==> config.mk <==
export PLATFORM = sky130hd
export DESIGN_NAME = gsw_tx
export DESIGN_NICKNAME = d
export VERILOG_FILES = /design/src/rtl/gsw_pkg.sv /design/src/rtl/gsw_timer.sv /design/src/rtl/gsw_shifter.sv /design/src/rtl/gsw_ctrl.sv /design/src/rtl/gsw_tx.sv
export SDC_FILE = /design/constraint.sdc
export NUM_CORES = 1
export LEC_CHECK = 0
export ABC_CLOCK_PERIOD_IN_PS = 2900
export BUFFER_PORTS_ARGS = -buffer_cell sky130_fd_sc_hd__buf_4
export CAP_MARGIN = 5
export CORE_UTILIZATION = 45
export DETAILED_ROUTE_END_ITERATION = 7
export GPL_ROUTABILITY_DRIVEN = 0
export GPL_TIMING_DRIVEN = 0
export PLACE_DENSITY_LB_ADDON = 0.2
export SLEW_MARGIN = 10
export SYNTH_ARGS = -nofsm -noshare
export SYNTH_HDL_FRONTEND = slang
export SYNTH_HIERARCHICAL = 1
export SYNTH_SLANG_ARGS = --single-unit
==> constraint.sdc <==
create_clock -name clk_i -period 2.9 [get_ports clk_i]
set_clock_uncertainty 0.05 [all_clocks]
set_input_delay 0.435 -clock clk_i [delete_from_list [all_inputs] [get_ports clk_i]]
set_output_delay 0.435 -clock clk_i [all_outputs]
set_load 0.01 [all_outputs]
==> src/rtl/gsw_pkg.sv <==
package gsw_pkg;
  typedef enum logic [2:0] {
    ST_IDLE  = 3'd0,
    ST_LEAD  = 3'd1,
    ST_LOW   = 3'd2,
    ST_HIGH  = 3'd3,
    ST_RECOV = 3'd4
  } gsw_state_e;
endpackage

==> src/rtl/gsw_timer.sv <==
module gsw_timer #(
  parameter int CNT_W = 8
) (
  input  logic             clk_i,
  input  logic             rst_ni,
  input  logic             run_i,
  input  logic [CNT_W-1:0] limit_i,
  output logic             end_o
);
  logic [CNT_W-1:0] cnt_q;

  assign end_o = run_i && (cnt_q == limit_i);

  always_ff @(posedge clk_i or negedge rst_ni) begin
    if (!rst_ni)        cnt_q <= '0;
    else if (!run_i)    cnt_q <= '0;
    else if (end_o)     cnt_q <= '0;
    else                cnt_q <= cnt_q + 1'b1;
  end
endmodule

==> src/rtl/gsw_shifter.sv <==
module gsw_shifter #(
  parameter int WORD_W = 16
) (
  input  logic              clk_i,
  input  logic              rst_ni,
  input  logic              load_i,
  input  logic              shift_i,
  input  logic [WORD_W-1:0] word_i,
  output logic              msb_o
);
  logic [WORD_W-1:0] sr_q;

  always_ff @(posedge clk_i or negedge rst_ni) begin
    if (!rst_ni)       sr_q <= '0;
    else if (load_i)   sr_q <= word_i;
    else if (shift_i)  sr_q <= {sr_q[WORD_W-2:0], 1'b0};
  end

  assign msb_o = sr_q[WORD_W-1];
endmodule

==> src/rtl/gsw_ctrl.sv <==
module gsw_ctrl
  import gsw_pkg::*;
#(
  parameter int TB_TICKS = 8,
  parameter int WORD_W   = 16,
  parameter int GAP_W    = 6,
  parameter int CNT_W    = 8,
  parameter int IDX_W    = 4
) (
  input  logic             clk_i,
  input  logic             rst_ni,
  input  logic             start_i,
  input  logic [GAP_W-1:0] gap_i,
  input  logic             phase_end_i,
  output logic             run_o,
  output logic [CNT_W-1:0] limit_o,
  output logic             load_o,
  output logic             shift_o,
  output logic             drive_o,
  output logic             busy_o,
  output logic             done_o,
  output logic             gate_no,
  output logic             sclk_o
);
  localparam int HALF = TB_TICKS / 2;
  localparam logic [CNT_W-1:0] HALF_LIM = CNT_W'(HALF - 1);
  localparam logic [CNT_W-1:0] REC_LIM  = CNT_W'(TB_TICKS - 1);
  localparam logic [IDX_W-1:0] LAST_IDX = IDX_W'(WORD_W - 1);
  localparam logic [IDX_W-1:0] MID_IDX  = IDX_W'(WORD_W / 2 - 1);

  gsw_state_e       state_q;
  logic [IDX_W-1:0] idx_q;
  logic [GAP_W-1:0] gap_q;
  logic             gate_q, sclk_q, drive_q, rise_q, done_q;
  logic             accept, last_low;

  assign accept   = (state_q == ST_IDLE) && start_i;
  assign last_low = (state_q == ST_LOW) && phase_end_i && (idx_q == LAST_IDX);

  always_comb begin
    limit_o = '0;
    unique case (state_q)
      ST_LEAD, ST_LOW: limit_o = HALF_LIM;
      ST_HIGH:         limit_o = (idx_q == MID_IDX) ? HALF_LIM + CNT_W'(gap_q) : HALF_LIM;
      ST_RECOV:        limit_o = REC_LIM;
      default:         limit_o = '0;
    endcase
  end

  assign run_o   = (state_q != ST_IDLE);
  assign load_o  = accept;
  assign shift_o = (state_q == ST_LOW) && phase_end_i && (idx_q != LAST_IDX);

  always_ff @(posedge clk_i or negedge rst_ni) begin
    if (!rst_ni) begin
      state_q <= ST_IDLE;
      idx_q   <= '0;
      gap_q   <= '0;
      gate_q  <= 1'b1;
      sclk_q  <= 1'b1;
      drive_q <= 1'b0;
      rise_q  <= 1'b0;
      done_q  <= 1'b0;
    end else begin
      rise_q <= last_low;
      done_q <= rise_q;
      unique case (state_q)
        ST_IDLE: if (accept) begin
          state_q <= ST_LEAD;
          gate_q  <= 1'b0;
          drive_q <= 1'b1;
          idx_q   <= '0;
          gap_q   <= gap_i;
        end
        ST_LEAD: if (phase_end_i) begin
          state_q <= ST_LOW;
          sclk_q  <= 1'b0;
        end
        ST_LOW: if (phase_end_i) begin
          sclk_q <= 1'b1;
          if (idx_q == LAST_IDX) begin
            state_q <= ST_RECOV;
            gate_q  <= 1'b1;
            drive_q <= 1'b0;
          end else begin
            state_q <= ST_HIGH;
          end
        end
        ST_HIGH: if (phase_end_i) begin
          state_q <= ST_LOW;
          sclk_q  <= 1'b0;
          idx_q   <= idx_q + 1'b1;
        end
        ST_RECOV: if (phase_end_i) state_q <= ST_IDLE;
        default: state_q <= ST_IDLE;
      endcase
    end
  end

  assign drive_o = drive_q;
  assign busy_o  = (state_q != ST_IDLE);
  assign done_o  = done_q;
  assign gate_no = gate_q;
  assign sclk_o  = sclk_q;
endmodule

==> src/rtl/gsw_tx.sv <==
module gsw_tx #(
  parameter int TB_TICKS = 8,
  parameter int WORD_W   = 16,
  parameter int GAP_W    = 6
) (
  input  logic              clk_i,
  input  logic              rst_ni,
  input  logic              start_i,
  input  logic [WORD_W-1:0] word_i,
  input  logic [GAP_W-1:0]  gap_i,
  output logic              busy_o,
  output logic              done_o,
  output logic              gate_no,
  output logic              sclk_o,
  output logic              sdata_o
);
  localparam int CNT_W = $clog2(TB_TICKS + (1 << GAP_W) + 1);
  localparam int IDX_W = $clog2(WORD_W);

  logic             run, phase_end, load, shift, drive, msb;
  logic [CNT_W-1:0] limit;

  gsw_timer #(.CNT_W(CNT_W)) u_timer (
    .clk_i   (clk_i),
    .rst_ni  (rst_ni),
    .run_i   (run),
    .limit_i (limit),
    .end_o   (phase_end)
  );

  gsw_shifter #(.WORD_W(WORD_W)) u_shift (
    .clk_i   (clk_i),
    .rst_ni  (rst_ni),
    .load_i  (load),
    .shift_i (shift),
    .word_i  (word_i),
    .msb_o   (msb)
  );

  gsw_ctrl #(
    .TB_TICKS (TB_TICKS),
    .WORD_W   (WORD_W),
    .GAP_W    (GAP_W),
    .CNT_W    (CNT_W),
    .IDX_W    (IDX_W)
  ) u_ctrl (
    .clk_i       (clk_i),
    .rst_ni      (rst_ni),
    .start_i     (start_i),
    .gap_i       (gap_i),
    .phase_end_i (phase_end),
    .run_o       (run),
    .limit_o     (limit),
    .load_o      (load),
    .shift_o     (shift),
    .drive_o     (drive),
    .busy_o      (busy_o),
    .done_o      (done_o),
    .gate_no     (gate_no),
    .sclk_o      (sclk_o)
  );

  assign sdata_o = drive & msb;
endmodule

==> parameters.txt, run 1 <==
Parameter                              Value

Routing
  DRC viols ... 4
  First-iteration detailed-routing DRC count ... 96
  Mean routed wirelength per cell ... 14.49 µm
  Routed wire length ... 4708 µm
  DRT Pass-1 Iters ... 6
  Final antenna-violating net count ... 0
  Number of vias per cell after detailed routing ... 5.382
  Total number of vias ... 1749

Synthesis
  Number of unique standard cell types used by synthesis ... 43
  Number of enable-type register cells in the synthesized netlist ... 0
  Sequential-to-total area share from yosys stat ... 0.4861
  Post-synthesis average cell area ... 9.887 µm²
  Post-synthesis sequential element count ... 41
  Fraction of synthesis flops using an asynchronous set or reset pin ... 1.000
  Post-Syn Nets ... 242
  Post-Syn Instances ... 214
  Yosys warns ... 6
  Cell area after technology mapping ... 2116 µm²
  Flip-flop cell with the highest count after synthesis ... sky130_fd_sc_hd__dfrtp_1

Worst setup path
  Worst stage delay on the critical path ... 420 ps
  Critical path data arrival time ... 3170 ps
  Sort of element at the start of the critical path ... flop
  Category of the most critical setup path ... reg -> reg
  Cell at the slowest stage of the critical path ... sky130_fd_sc_hd__dfrtp_2
  Cell family with most CP delay ... simple AND/OR/NAND/NOR gates
  CP cell instances ... buf_6, or3_4, nand2_4, a31oi_4, xor2_2, nor4_4, and3_4, nand3b_1, nor3b_2, buf_6, buf_12, buf_12, mux2i_2, o21ai_1
  Highest net fanout along the worst path ... 5
  Critical path buffer and inverter count ... 4
  Capturing element type of the critical path ... flop
  Worst endpoint required time ... 3020 ps

Finish
  Finished Layout Cells ... 325
  Leading cell types in the layout, fill and taps excluded ... sky130_fd_sc_hd__buf_4, sky130_fd_sc_hd__dfrtp_1, sky130_fd_sc_hd__nand2_1
  Area growth from synthesis to final layout ... 32.82%
  Share of post-route cells with drive strength above 1 ... 0.3260
  Final design area excluding fillers ... 2810 µm²
  Final net count ... 300
  Diode insertion count for antenna repair ... 0
  Most common library cell in the layout ignoring fill and taps ... sky130_fd_sc_hd__buf_4
  Filler cells ... 362

Place
  Cell Area, Placed ... 2424 µm²
  HPWL reported at the end of detailed placement ... 2872 µm
  Number of port buffers ... 29
  Placed cells ... 295
  Worst setup slack after placement ... -562.1 ps

Global route
  Met1 routing resource usage after global routing ... 0.2893
  Grt met3 use ... 0.03134
  GRT Util Overall ... 0.1949
  Met2 routing resource usage after global routing ... 0.2988
  Via count of the first global-routing pass ... 1641
  Maximum number of pins on one net before global-route repair ... 42
  Busiest layer in global routing ... met2
  First-pass GRT wire length ... 7714 µm
  Total congestion overflow after global routing ... 0
  Antenna violations before repair ... 0

Clock tree
  Worst-skew pair later-pin latency ... 280 ps
  Library cell used as clock root buffer ... sky130_fd_sc_hd__clkbuf_8
  Clk sink count ... 41
  Cts hold-fix bufs ... 0
  Worst-case clock buffer depth ... 2
  H-tree lvl count ... 2
  Number of buffers added by the clock tree synthesis step ... 5
  CTS clk-pin slew, worst paths ... 80 ps
  CTS tree ... yes

STA
  Tcrit/Tclk final ... 1.049
  Number of pins with negative max-slew slack in the final report ... 0
  Worst Max-Slew Pin Slew ... 518.2 ps
  Final Worst Setup Slack ... -142.0 ps
  Setup violation total in the final timing report ... 14
  Post-route minimum period ... 3042 ps
  Fin. Hold Viols ... 0
  Setup repair after global routing missed its margin ... true
  Relative slew slack ... 0.6545
  Final-layout worst hold slack ... 63.60 ps
  Highest clock rate ... 328.7 MHz

Power
  Power density over the cells ... 969.7 nW/µm²
  Maximum ir drop on the vdd rail ... 0.5574 mV
  Static Leakage ... 1.245 nW

Outcome
  Result of the run ... finished, violations left
  Violations in the final reports ... DRC, setup timing

Floorplan
  Die extent in y ... 70.57 µm
  IO Pins ... 30
  DIE AREA ... 4980 µm²
  Number of placement rows ... 24
  Core Box Area ... 4444 µm²
  Starting utilization of the core area ... 0.4761
  Die boundary width ... 70.57 µm

Worst hold path
  Tightest Hold Check Type ... in -> async

Flow run
  Maximum capacitance violations ... 0
==> final timing paths <==
kind	slack [ps]	to	start	cells after the start
min in group clk_i	280	u_ctrl/gap_q[5]$_DFFE_PN0P_	gap_i[5]	3
setup / recovery	-140	u_shift/sr_q[11]$_DFFE_PN0P_	u_ctrl/state_q[2]$_DFFE_PN0P_	14
setup reg to reg	-140	u_shift/sr_q[11]$_DFFE_PN0P_	u_ctrl/state_q[2]$_DFFE_PN0P_	14
hold reg to reg	310	u_ctrl/done_o$_DFF_PN0_	u_ctrl/rise_q$_DFF_PN0_	0
max in group asynchronous	2350	u_ctrl/state_q[2]$_DFFE_PN0P_	rst_ni	1
hold / removal	60	u_timer/cnt_q[5]$_DFF_PN0_	rst_ni	1
==> worst register-to-register path: stages (launching register included) <==
cell                       delay [ps]
sky130_fd_sc_hd__dfrtp_2          420
sky130_fd_sc_hd__buf_6            120
sky130_fd_sc_hd__or3_4            400
sky130_fd_sc_hd__nand2_4           80
sky130_fd_sc_hd__a31oi_4           40
sky130_fd_sc_hd__xor2_2           200
sky130_fd_sc_hd__nor4_4           340
sky130_fd_sc_hd__and3_4           250
sky130_fd_sc_hd__nand3b_1         110
sky130_fd_sc_hd__nor3b_2          250
sky130_fd_sc_hd__buf_6            160
sky130_fd_sc_hd__buf_12           100
sky130_fd_sc_hd__buf_12           110
sky130_fd_sc_hd__mux2i_2          200
sky130_fd_sc_hd__o21ai_1          100
==> cells in the mapped netlist, types with 2 or more instances <==
| cell | count | area [µm²] |
|---|---|---|
| sky130_fd_sc_hd__a31oi_1 | 3 | 18.77 |
| sky130_fd_sc_hd__nand2_1 | 37 | 138.9 |
| sky130_fd_sc_hd__dfstp_2 | 2 | 52.55 |
| sky130_fd_sc_hd__ha_1 | 3 | 37.54 |
| sky130_fd_sc_hd__nor2_1 | 7 | 26.28 |
| sky130_fd_sc_hd__o21ai_0 | 17 | 85.08 |
| sky130_fd_sc_hd__clkbuf_1 | 2 | 7.510 |
| sky130_fd_sc_hd__nor3_1 | 3 | 15.01 |
| sky130_fd_sc_hd__inv_1 | 7 | 26.28 |
| sky130_fd_sc_hd__xor2_1 | 13 | 113.9 |
| sky130_fd_sc_hd__nand4b_1 | 2 | 17.52 |
| sky130_fd_sc_hd__buf_2 | 5 | 25.02 |
| sky130_fd_sc_hd__or3_1 | 4 | 25.02 |
| sky130_fd_sc_hd__a211oi_1 | 4 | 30.03 |
| sky130_fd_sc_hd__mux2i_1 | 15 | 150.1 |
| sky130_fd_sc_hd__nand2b_1 | 2 | 12.51 |
| sky130_fd_sc_hd__dfrtp_1 | 39 | 975.9 |
| sky130_fd_sc_hd__a221oi_1 | 2 | 17.52 |
| sky130_fd_sc_hd__nand3b_1 | 3 | 22.52 |
| sky130_fd_sc_hd__nand3_1 | 9 | 45.04 |
| sky130_fd_sc_hd__a21oi_1 | 5 | 25.02 |
| sky130_fd_sc_hd__o21ai_1 | 9 | 45.04 |
==> routing by layer <==
layer,up-vias,share of wire
li1,866,-
met1,858,0.49
met2,23,0.48
met3,2,0.027
met4,0,0.0057
met5,-,0
==> layout make-up <==
type                       count  area, µm²  share of cell area
buffer                         9      76.32             0.02716
clock buffer                   5      68.82             0.02449
clock inverter                 3      46.29             0.01647
inverter                       8      31.28             0.01113
multi-input combinational    154       1054              0.3749
sequential                    41       1030              0.3664
tap                           52      65.06             0.02315
timing repair buffer          53      439.2              0.1563
==> state kept, by name (all words and copies together), names as in the netlist <==
name,flops
u_ctrl/drive_o,1
u_ctrl/rise_q,1
u_ctrl/idx_q,4
u_ctrl/gate_no,1
u_shift/sr_q,16
u_ctrl/done_o,1
u_ctrl/sclk_o,1
u_ctrl/state_q,3
u_timer/cnt_q,7
u_ctrl/gap_q,6
==> through the flow <==
step	total power, W	TNS (ps)	utilization
3_5_place_dp	0.001917	-8649	0.5453
2_1_floorplan	0.001658	-1245	-
3_3_place_gp	0.001891	-8413	0.5453
4_1_cts	0.002578	-371.2	0.6059
5_1_grt	0.002933	-2097	0.6323
6_report	0.002725	-737.4	0.6323
==> repair_timing <==
action	4_1_cts	5_1_grt
endpoints found under the hold margin	0	0
buffers inserted	13	11
endpoints found under the setup margin	23	21
gates cloned	1	0
pin swaps	7	9
gates resized for setup	7	25
==> power breakdown <==
part / leakage (nW) / total [W] / internal (W) / switching, W
clock network: 0.0543 / 0.000459 / 0.000258 / 0.000202
registers: 0.508 / 0.00102 / 0.000814 / 0.000202
logic: 0.682 / 0.00125 / 0.000640 / 0.000609
==> kinds of logic after synthesis <==
kind of cell,Yosys count,synth area share
buf+inv,19,0.05086
mux,15,0.07096
flops,41,0.4861
fa+ha+maj,3,0.01774
compound gates,47,0.1354
xor+xnor,14,0.05796
simple gates,75,0.1810
(Power assumes the default switching activity.)
==> run 2: changes to the inputs <==
Settings changed: RECOVER_POWER from default to 25, SYNTH_HIERARCHICAL 1 to default.
==> parameters.txt, run 2 <==
Parameter                              Value

Outcome
  Result of the run ... finished, violations left
  Violations in the final reports ... capacitance limit, slew limit

Synthesis
  Post-Syn Instances ... 285 (+33%)
  Number of enable-type register cells in the synthesized netlist ... 0 (unchanged)
  Cell with the most instances after synthesis ... sky130_fd_sc_hd__dfrtp_1
  Number of unique standard cell types used by synthesis ... 53 (+23%)
  Flip-flop cell with the highest count after synthesis ... sky130_fd_sc_hd__dfrtp_1
  Post-Syn Nets ... 313 (+29%)
  Commonest cells in the netlist ... sky130_fd_sc_hd__dfrtp_1, sky130_fd_sc_hd__nor2_1, sky130_fd_sc_hd__nand2_1, sky130_fd_sc_hd__inv_1, sky130_fd_sc_hd__nand4_1
  Cell area after technology mapping ... 2502 µm² (+18%)
  Dominant cell type by area after synthesis ... sky130_fd_sc_hd__dfrtp_1
  Post-synthesis average cell area ... 8.780 µm² (-11%)
  Yosys warns ... 0 (-6)
  Top-area cell type share of the netlist area ... 0.3900 (-0.07127)
  Fraction of synthesis flops using an asynchronous set or reset pin ... 1.000 (unchanged)
  Ranking of synthesized cells by area ... sky130_fd_sc_hd__dfrtp_1, sky130_fd_sc_hd__nand4_1, sky130_fd_sc_hd__a31oi_1
  Post-synthesis sequential element count ... 41 (unchanged)
  Sequential-to-total area share from yosys stat ... 0.4110 (-0.07510)

Finish
  Diode insertion count for antenna repair ... 0 (unchanged)
  Leading cell types in the layout, fill and taps excluded ... sky130_fd_sc_hd__dfrtp_1, sky130_fd_sc_hd__buf_4, sky130_fd_sc_hd__nor2_1
  Share of post-route cells with drive strength above 1 ... 0.1894 (-0.1366)
  Most common library cell in the layout ignoring fill and taps ... sky130_fd_sc_hd__dfrtp_1
  Finished Layout Cells ... 392 (+21%)
  Final net count ... 349 (+16%)
  Max FFs per register ... 16 (unchanged)
  Final design area excluding fillers ... 2922 µm² (+4.0%)
  Area taken by multi-input logic gates ... 1242 µm² (+18%)
  Biggest registers after layout ... u_shift.sr_q x16, u_timer.cnt_q x7, u_ctrl.gap_q x6
  Filler cells ... 508 (+40%)
  Area growth from synthesis to final layout ... 16.75%
  Footprint of the flip-flops and latches ... 1030 µm² (unchanged)
  Biggest register ... u_shift.sr_q

STA
  Setup repair after global routing missed its margin ... false
  Highest clock rate ... 360.4 MHz (+9.6%)
  Post-route minimum period ... 2775 ps (-267.0 ps)
  Fin. Hold Viols ... 0 (unchanged)
  Final-layout worst hold slack ... 277.3 ps (+213.7 ps)
  Relative slew slack ... -0.4765 (-1.131)
  Setup total negative slack ... 0 ps (+737.4 ps)
  Setup violation total in the final timing report ... 0 (-14)
  Tcrit/Tclk final ... 0.9569 (-0.09207)
  Number of pins with negative max-slew slack in the final report ... 42 (+42)
  Worst Max-Slew Pin Slew ... 2215 ps (+1696 ps)
  Final Worst Setup Slack ... 125.0 ps (+267.0 ps)

Place
  HPWL reported at the end of detailed placement ... 3901 µm (+36%)
  Worst setup slack after placement ... 73.93 ps (+636.0 ps)
  Cell Area, Placed ... 2808 µm² (+16%)
  Placed cells ... 384 (+30%)
  Number of port buffers ... 29 (unchanged)

Power
  Power density over the cells ... 1043 nW/µm² (+7.6%)
  Maximum ir drop on the vdd rail ... 0.3879 mV (-30%)
  Static Leakage ... 1.318 nW (+5.8%)

Clock tree
  Worst-case clock buffer depth ... 2 (unchanged)
  Library cell used as clock root buffer ... sky130_fd_sc_hd__clkbuf_8
  Worst-skew pair later-pin latency ... 290 ps (about the same)
  H-tree lvl count ... 2 (unchanged)
  Resize count post-CTS ... 0 (-7)
  Clk sink count ... 41 (unchanged)
  CTS clk-pin slew, worst paths ... 80 ps (about the same)
  Cts hold-fix bufs ... 0 (unchanged)
  CTS tree ... yes
  Number of buffers added by the clock tree synthesis step ... 5 (unchanged)
  Setup fix buffers added after clock tree synthesis ... 0 (-13)

Global route
  GRT Util Overall ... 0.2104 (+0.01547)
  First-pass GRT wire length ... 9901 µm (+28%)
  Antenna violations before repair ... 0 (unchanged)
  Via count of the first global-routing pass ... 2022 (+23%)
  Maximum number of pins on one net before global-route repair ... 42 (unchanged)
  Total congestion overflow after global routing ... 0 (unchanged)

Floorplan
  Die boundary width ... 76.57 µm (+8.5%)
  Die extent in y ... 76.57 µm (+8.5%)
  IO Pins ... 30 (unchanged)
  Number of placement rows ... 26 (+8.3%)
  Core Box Area ... 5238 µm² (+18%)
  Starting utilization of the core area ... 0.4778 (+0.001713)
  DIE AREA ... 5863 µm² (+18%)

Worst setup path
  Sort of element at the start of the critical path ... flop
  Highest net fanout along the worst path ... 10 (+5)
  Critical path data arrival time ... 2880 ps (-290 ps)
  Category of the most critical setup path ... reg -> reg
  Worst endpoint required time ... 3000 ps (-20 ps)
  Capturing element type of the critical path ... flop

Routing
  DRT Pass-1 Iters ... 4 (-2)
  Routed wire length ... 5670 µm (+20%)
  Total number of vias ... 2222 (+27%)
  Number of vias per cell after detailed routing ... 5.668 (+5.3%)
  First-iteration detailed-routing DRC count ... 240 (+150%)
  Final antenna-violating net count ... 0 (unchanged)
  DRC viols ... 0 (-4)
  Mean routed wirelength per cell ... 14.46 µm (-0.15%)

Worst hold path
  Tightest Hold Check Type ... in -> reg

Flow run
  Maximum capacitance violations ... 1 (+1)
[run 2: per-layer routing]
layer | vias up | part of all wire | GRT usage | wire, µm
li1 | 1096 | - | - | -
met1 | 1068 | 0.50 | 0.3144 | 2833
met2 | 52 | 0.44 | 0.3081 | 2509
met3 | 6 | 0.047 | 0.03713 | 265
met4 | 0 | 0.011 | 0.06346 | 61
met5 | - | 0 | 0 | 0
[run 2: path summary, 6_finish.rpt]
check / start / end / slack [ps] / cells after the start
worst max register to register: u_ctrl.gap_q[0]$_DFFE_PN0P_ / u_shift.sr_q[4]$_DFFE_PN0P_ / 120 / 10
worst min-delay path: gap_i[4] / u_ctrl.gap_q[4]$_DFFE_PN0P_ / 280 / 3
min in group asynchronous: rst_ni / u_timer.cnt_q[1]$_DFF_PN0_ / 740 / 1
worst min register to register: u_ctrl.rise_q$_DFF_PN0_ / u_ctrl.done_o$_DFF_PN0_ / 310 / 0
max in group asynchronous: rst_ni / u_ctrl.gap_q[0]$_DFFE_PN0P_ / 630 / 1
worst max-delay path: u_ctrl.gap_q[0]$_DFFE_PN0P_ / u_shift.sr_q[4]$_DFFE_PN0P_ / 120 / 10
[run 2: layout make-up]
class	instances	share of cell area
Buffer	27	0.05225
Tap cell	70	0.02998
Sequential cell	41	0.3525
Multi-Input combinational cell	196	0.4253
Inverter	21	0.02698
Clock inverter	1	0.01028
Timing Repair Buffer	29	0.07323
Clock buffer	7	0.02955
[run 2: stage by stage]
step                      power (W)    util
final                      0.003048  0.5578
after floorplan            0.002180       -
after CTS                  0.003060  0.5583
after global placement     0.002531  0.5361
after detailed placement   0.002568  0.5361
after global routing       0.003313  0.5578
[run 2: cell families (layout without fill, tap and decap cells)]
group                      count (synthesis)  count (layout)  share of synthesized area
AOI/OAI and AO/OA                         67              67                     0.2000
muxes                                      2               2                   0.008500
adders and majority gates                  3               3                    0.01500
xor gates and xnor gates                  11              11                    0.03850
buffers and inverters                     48              85                    0.09250
DFF                                       41              41                     0.4110
and+or+nand+nor                          113             113                     0.2345
[run 2: report_power, final]
group	leakage, nW	total, W	switching (W)	internal (W)
sequential	0.483	0.000973	0.000167	0.000806
combinational	0.776	0.00160	0.000910	0.000686
clock	0.0585	0.000479	0.000199	0.000281
total	1.32	0.00305	0.00128	0.00177
[run 2: critical path, cell delays in order, from the launching register on]
cell                       delay [ps]
sky130_fd_sc_hd__dfrtp_2          430
sky130_fd_sc_hd__inv_1             70
sky130_fd_sc_hd__ha_1             220
sky130_fd_sc_hd__and3b_4          320
sky130_fd_sc_hd__mux2_1           310
sky130_fd_sc_hd__a221o_1          310
sky130_fd_sc_hd__a222oi_1         260
sky130_fd_sc_hd__buf_4            230
sky130_fd_sc_hd__buf_4            190
sky130_fd_sc_hd__a31o_2           170
sky130_fd_sc_hd__a31oi_1           80
==> run 3: changes to the inputs <==
Settings changed: PLACE_DENSITY_LB_ADDON 0.2 to 0.08.
==> parameters.txt, run 3 (synthesis results as in run 2) <==
Parameter                              Value

Global route
  First-pass GRT wire length ... 9984 µm (+0.84%)
  GRT Util Overall ... 0.2145 (+0.004124)
  Via count of the first global-routing pass ... 2065 (+2.1%)
  Antenna violations before repair ... 0 (unchanged)
  Total congestion overflow after global routing ... 0 (unchanged)
  Maximum number of pins on one net before global-route repair ... 42 (unchanged)

STA
  Setup violation total in the final timing report ... 0 (unchanged)
  Relative slew slack ... -0.5062 (-0.02973)
  Final Worst Setup Slack ... 120.3 ps (-4.650 ps)
  Fin. Hold Viols ... 0 (unchanged)
  Post-route minimum period ... 2780 ps (+4.650 ps)
  Worst Max-Slew Pin Slew ... 2259 ps (+44.59 ps)
  Number of pins with negative max-slew slack in the final report ... 42 (unchanged)
  Highest clock rate ... 359.8 MHz (-0.17%)
  Tcrit/Tclk final ... 0.9585 (+0.001603)

Worst setup path
  Launching instance or port of the critical path ... u_ctrl.gap_q[0]$_DFFE_PN0P_
  Capturing element type of the critical path ... flop
  Start of the worst register-to-register path ... u_ctrl.gap_q[0]$_DFFE_PN0P_
  Endpoint of the worst register-to-register path ... u_shift.sr_q[4]$_DFFE_PN0P_
  Category of the most critical setup path ... reg -> reg
  Sort of element at the start of the critical path ... flop
  Depth of the most critical reg-to-reg path ... 10 (unchanged)
  Worst setup slack for register-to-register paths ... 120 ps (about the same)
  Highest net fanout along the worst path ... 10 (unchanged)
  Worst endpoint required time ... 3010 ps (about the same)
  Critical path data arrival time ... 2890 ps (about the same)

Finish
  Biggest register ... u_shift.sr_q
  Core occupancy in the finished layout ... 0.5564 (-0.001434)
  Most common library cell in the layout ignoring fill and taps ... sky130_fd_sc_hd__dfrtp_1
  Area growth from synthesis to final layout ... 16.45%
  Leading cell types in the layout, fill and taps excluded ... sky130_fd_sc_hd__dfrtp_1, sky130_fd_sc_hd__buf_4, sky130_fd_sc_hd__nor2_1
  Max FFs per register ... 16 (unchanged)
  Diode insertion count for antenna repair ... 0 (unchanged)
  Final net count ... 350 (+0.29%)
  Share of post-route cells with drive strength above 1 ... 0.1950 (+0.005605)
  Biggest registers after layout ... u_shift.sr_q x16, u_timer.cnt_q x7, u_ctrl.gap_q x6

Clock tree
  Cts hold-fix bufs ... 0 (unchanged)
  Clk sink count ... 41 (unchanged)
  Worst-case clock buffer depth ... 2 (unchanged)
  Library cell used as clock root buffer ... sky130_fd_sc_hd__clkbuf_8
  H-tree lvl count ... 2 (unchanged)
  CTS clk-pin slew, worst paths ... 80 ps (about the same)
  Worst-skew pair later-pin latency ... 300 ps (about the same)
  CTS tree ... yes
  Number of buffers added by the clock tree synthesis step ... 5 (unchanged)

Power
  PnR Total Power ... 0.002996 W (-1.7%)
  Power density over the cells ... 1028 nW/µm² (-1.4%)
  Static Leakage ... 1.319 nW (about the same)
  Maximum ir drop on the vdd rail ... 0.3973 mV (+2.4%)

Place
  Number of port buffers ... 29 (unchanged)
  Worst setup slack after placement ... 67.90 ps (-6.034 ps)
  HPWL reported at the end of detailed placement ... 4034 µm (+3.4%)

Floorplan
  IO Pins ... 30 (unchanged)
  Core Box Area ... 5238 µm² (unchanged)
  Starting utilization of the core area ... 0.4778 (unchanged)
  Die boundary width ... 76.57 µm (unchanged)
  DIE AREA ... 5863 µm² (unchanged)
  Die extent in y ... 76.57 µm (unchanged)
  Number of placement rows ... 26 (unchanged)

Routing
  Routed wire length ... 5751 µm (+1.4%)
  Final antenna-violating net count ... 0 (unchanged)
  DRC viols ... 0 (unchanged)
  DRT Pass-1 Iters ... 4 (unchanged)
  Number of vias per cell after detailed routing ... 5.616 (-0.93%)
  First-iteration detailed-routing DRC count ... 218 (-9.2%)
  Mean routed wirelength per cell ... 14.63 µm (+1.2%)
  Total number of vias ... 2207 (-0.68%)

Worst hold path
  Worst hold path startpoint ... gap_i[2]
  Worst Hold End ... u_ctrl.gap_q[2]$_DFFE_PN0P_
  Tightest Hold Check Type ... in -> reg
  Cell depth of the worst min-delay path ... 3 (unchanged)

Outcome
  Result of the run ... finished, violations left
  Violations in the final reports ... capacitance limit, slew limit

Flow run
  Maximum capacitance violations ... 1 (unchanged)
run 3: area by class of cell:
| cell class | count | area [µm²] |
|---|---|---|
| inverter | 21 | 78.83 |
| clock inverter | 1 | 5.005 |
| sequential | 41 | 1030 |
| clock buffer | 7 | 96.34 |
| tap | 70 | 87.58 |
| fill | 491 | 2323 |
| buffer | 27 | 152.6 |
| timing repair buffer | 30 | 221.5 |
| multi-input combinational | 196 | 1242 |
run 3: worst max-delay path by stage:
stage | to | slack [ps]
floorplan | u_ctrl.idx_q[1]$_DFFE_PN0P_ | 330
global placement | u_ctrl.idx_q[1]$_DFFE_PN0P_ | 80
detailed placement | u_shift.sr_q[4]$_DFFE_PN0P_ | 70
CTS | u_shift.sr_q[4]$_DFFE_PN0P_ | 60
global route | u_shift.sr_q[4]$_DFFE_PN0P_ | -0.2
finish | u_shift.sr_q[4]$_DFFE_PN0P_ | 120
run 3: what timing repair did:
item	4_1_cts	5_1_grt
gates resized for setup	0	1
endpoints found under the setup margin	0	25
setup buffers	0	1
run 3: metal layers:
layer	track usage	vias to the layer above	part of all wire
met2	0.3135	50	0.43
met4	0.07308	0	0.013
li1	-	1097	-
met3	0.04192	5	0.041
met1	0.3141	1055	0.52
met5	0	-	0
run 3: power by group:
group          internal, W  switching [W]
clock             0.000215       0.000203
sequential        0.000806       0.000168
combinational     0.000693       0.000911
run 3: through the flow:
| step | cells | hold slack [ps] | instance area (µm²) | setup TNS (ps) |
|---|---|---|---|---|
| 2_1_floorplan | 285 | 89.41 | 2502 | 0 |
| 3_3_place_gp | 384 | 284.7 | 2808 | 0 |
| 3_5_place_dp | 384 | 288.1 | 2808 | 0 |
| 4_1_cts | 392 | 81.14 | 2909 | 0 |
| 5_1_grt | 393 | 289.2 | 2914 | -0.2118 |
| 6_report | 393 | 279.2 | 2914 | 0 |
run 3: worst max-delay path, stage by stage, from the launching register on:
cell                       delay [ps]
sky130_fd_sc_hd__dfrtp_2          420
sky130_fd_sc_hd__inv_1             80
sky130_fd_sc_hd__ha_1             220
sky130_fd_sc_hd__and3b_4          320
sky130_fd_sc_hd__mux2_1           320
sky130_fd_sc_hd__a221o_1          320
sky130_fd_sc_hd__a222oi_1         270
sky130_fd_sc_hd__buf_4            230
sky130_fd_sc_hd__buf_4            190
sky130_fd_sc_hd__a31o_2           170
sky130_fd_sc_hd__a31oi_1           80
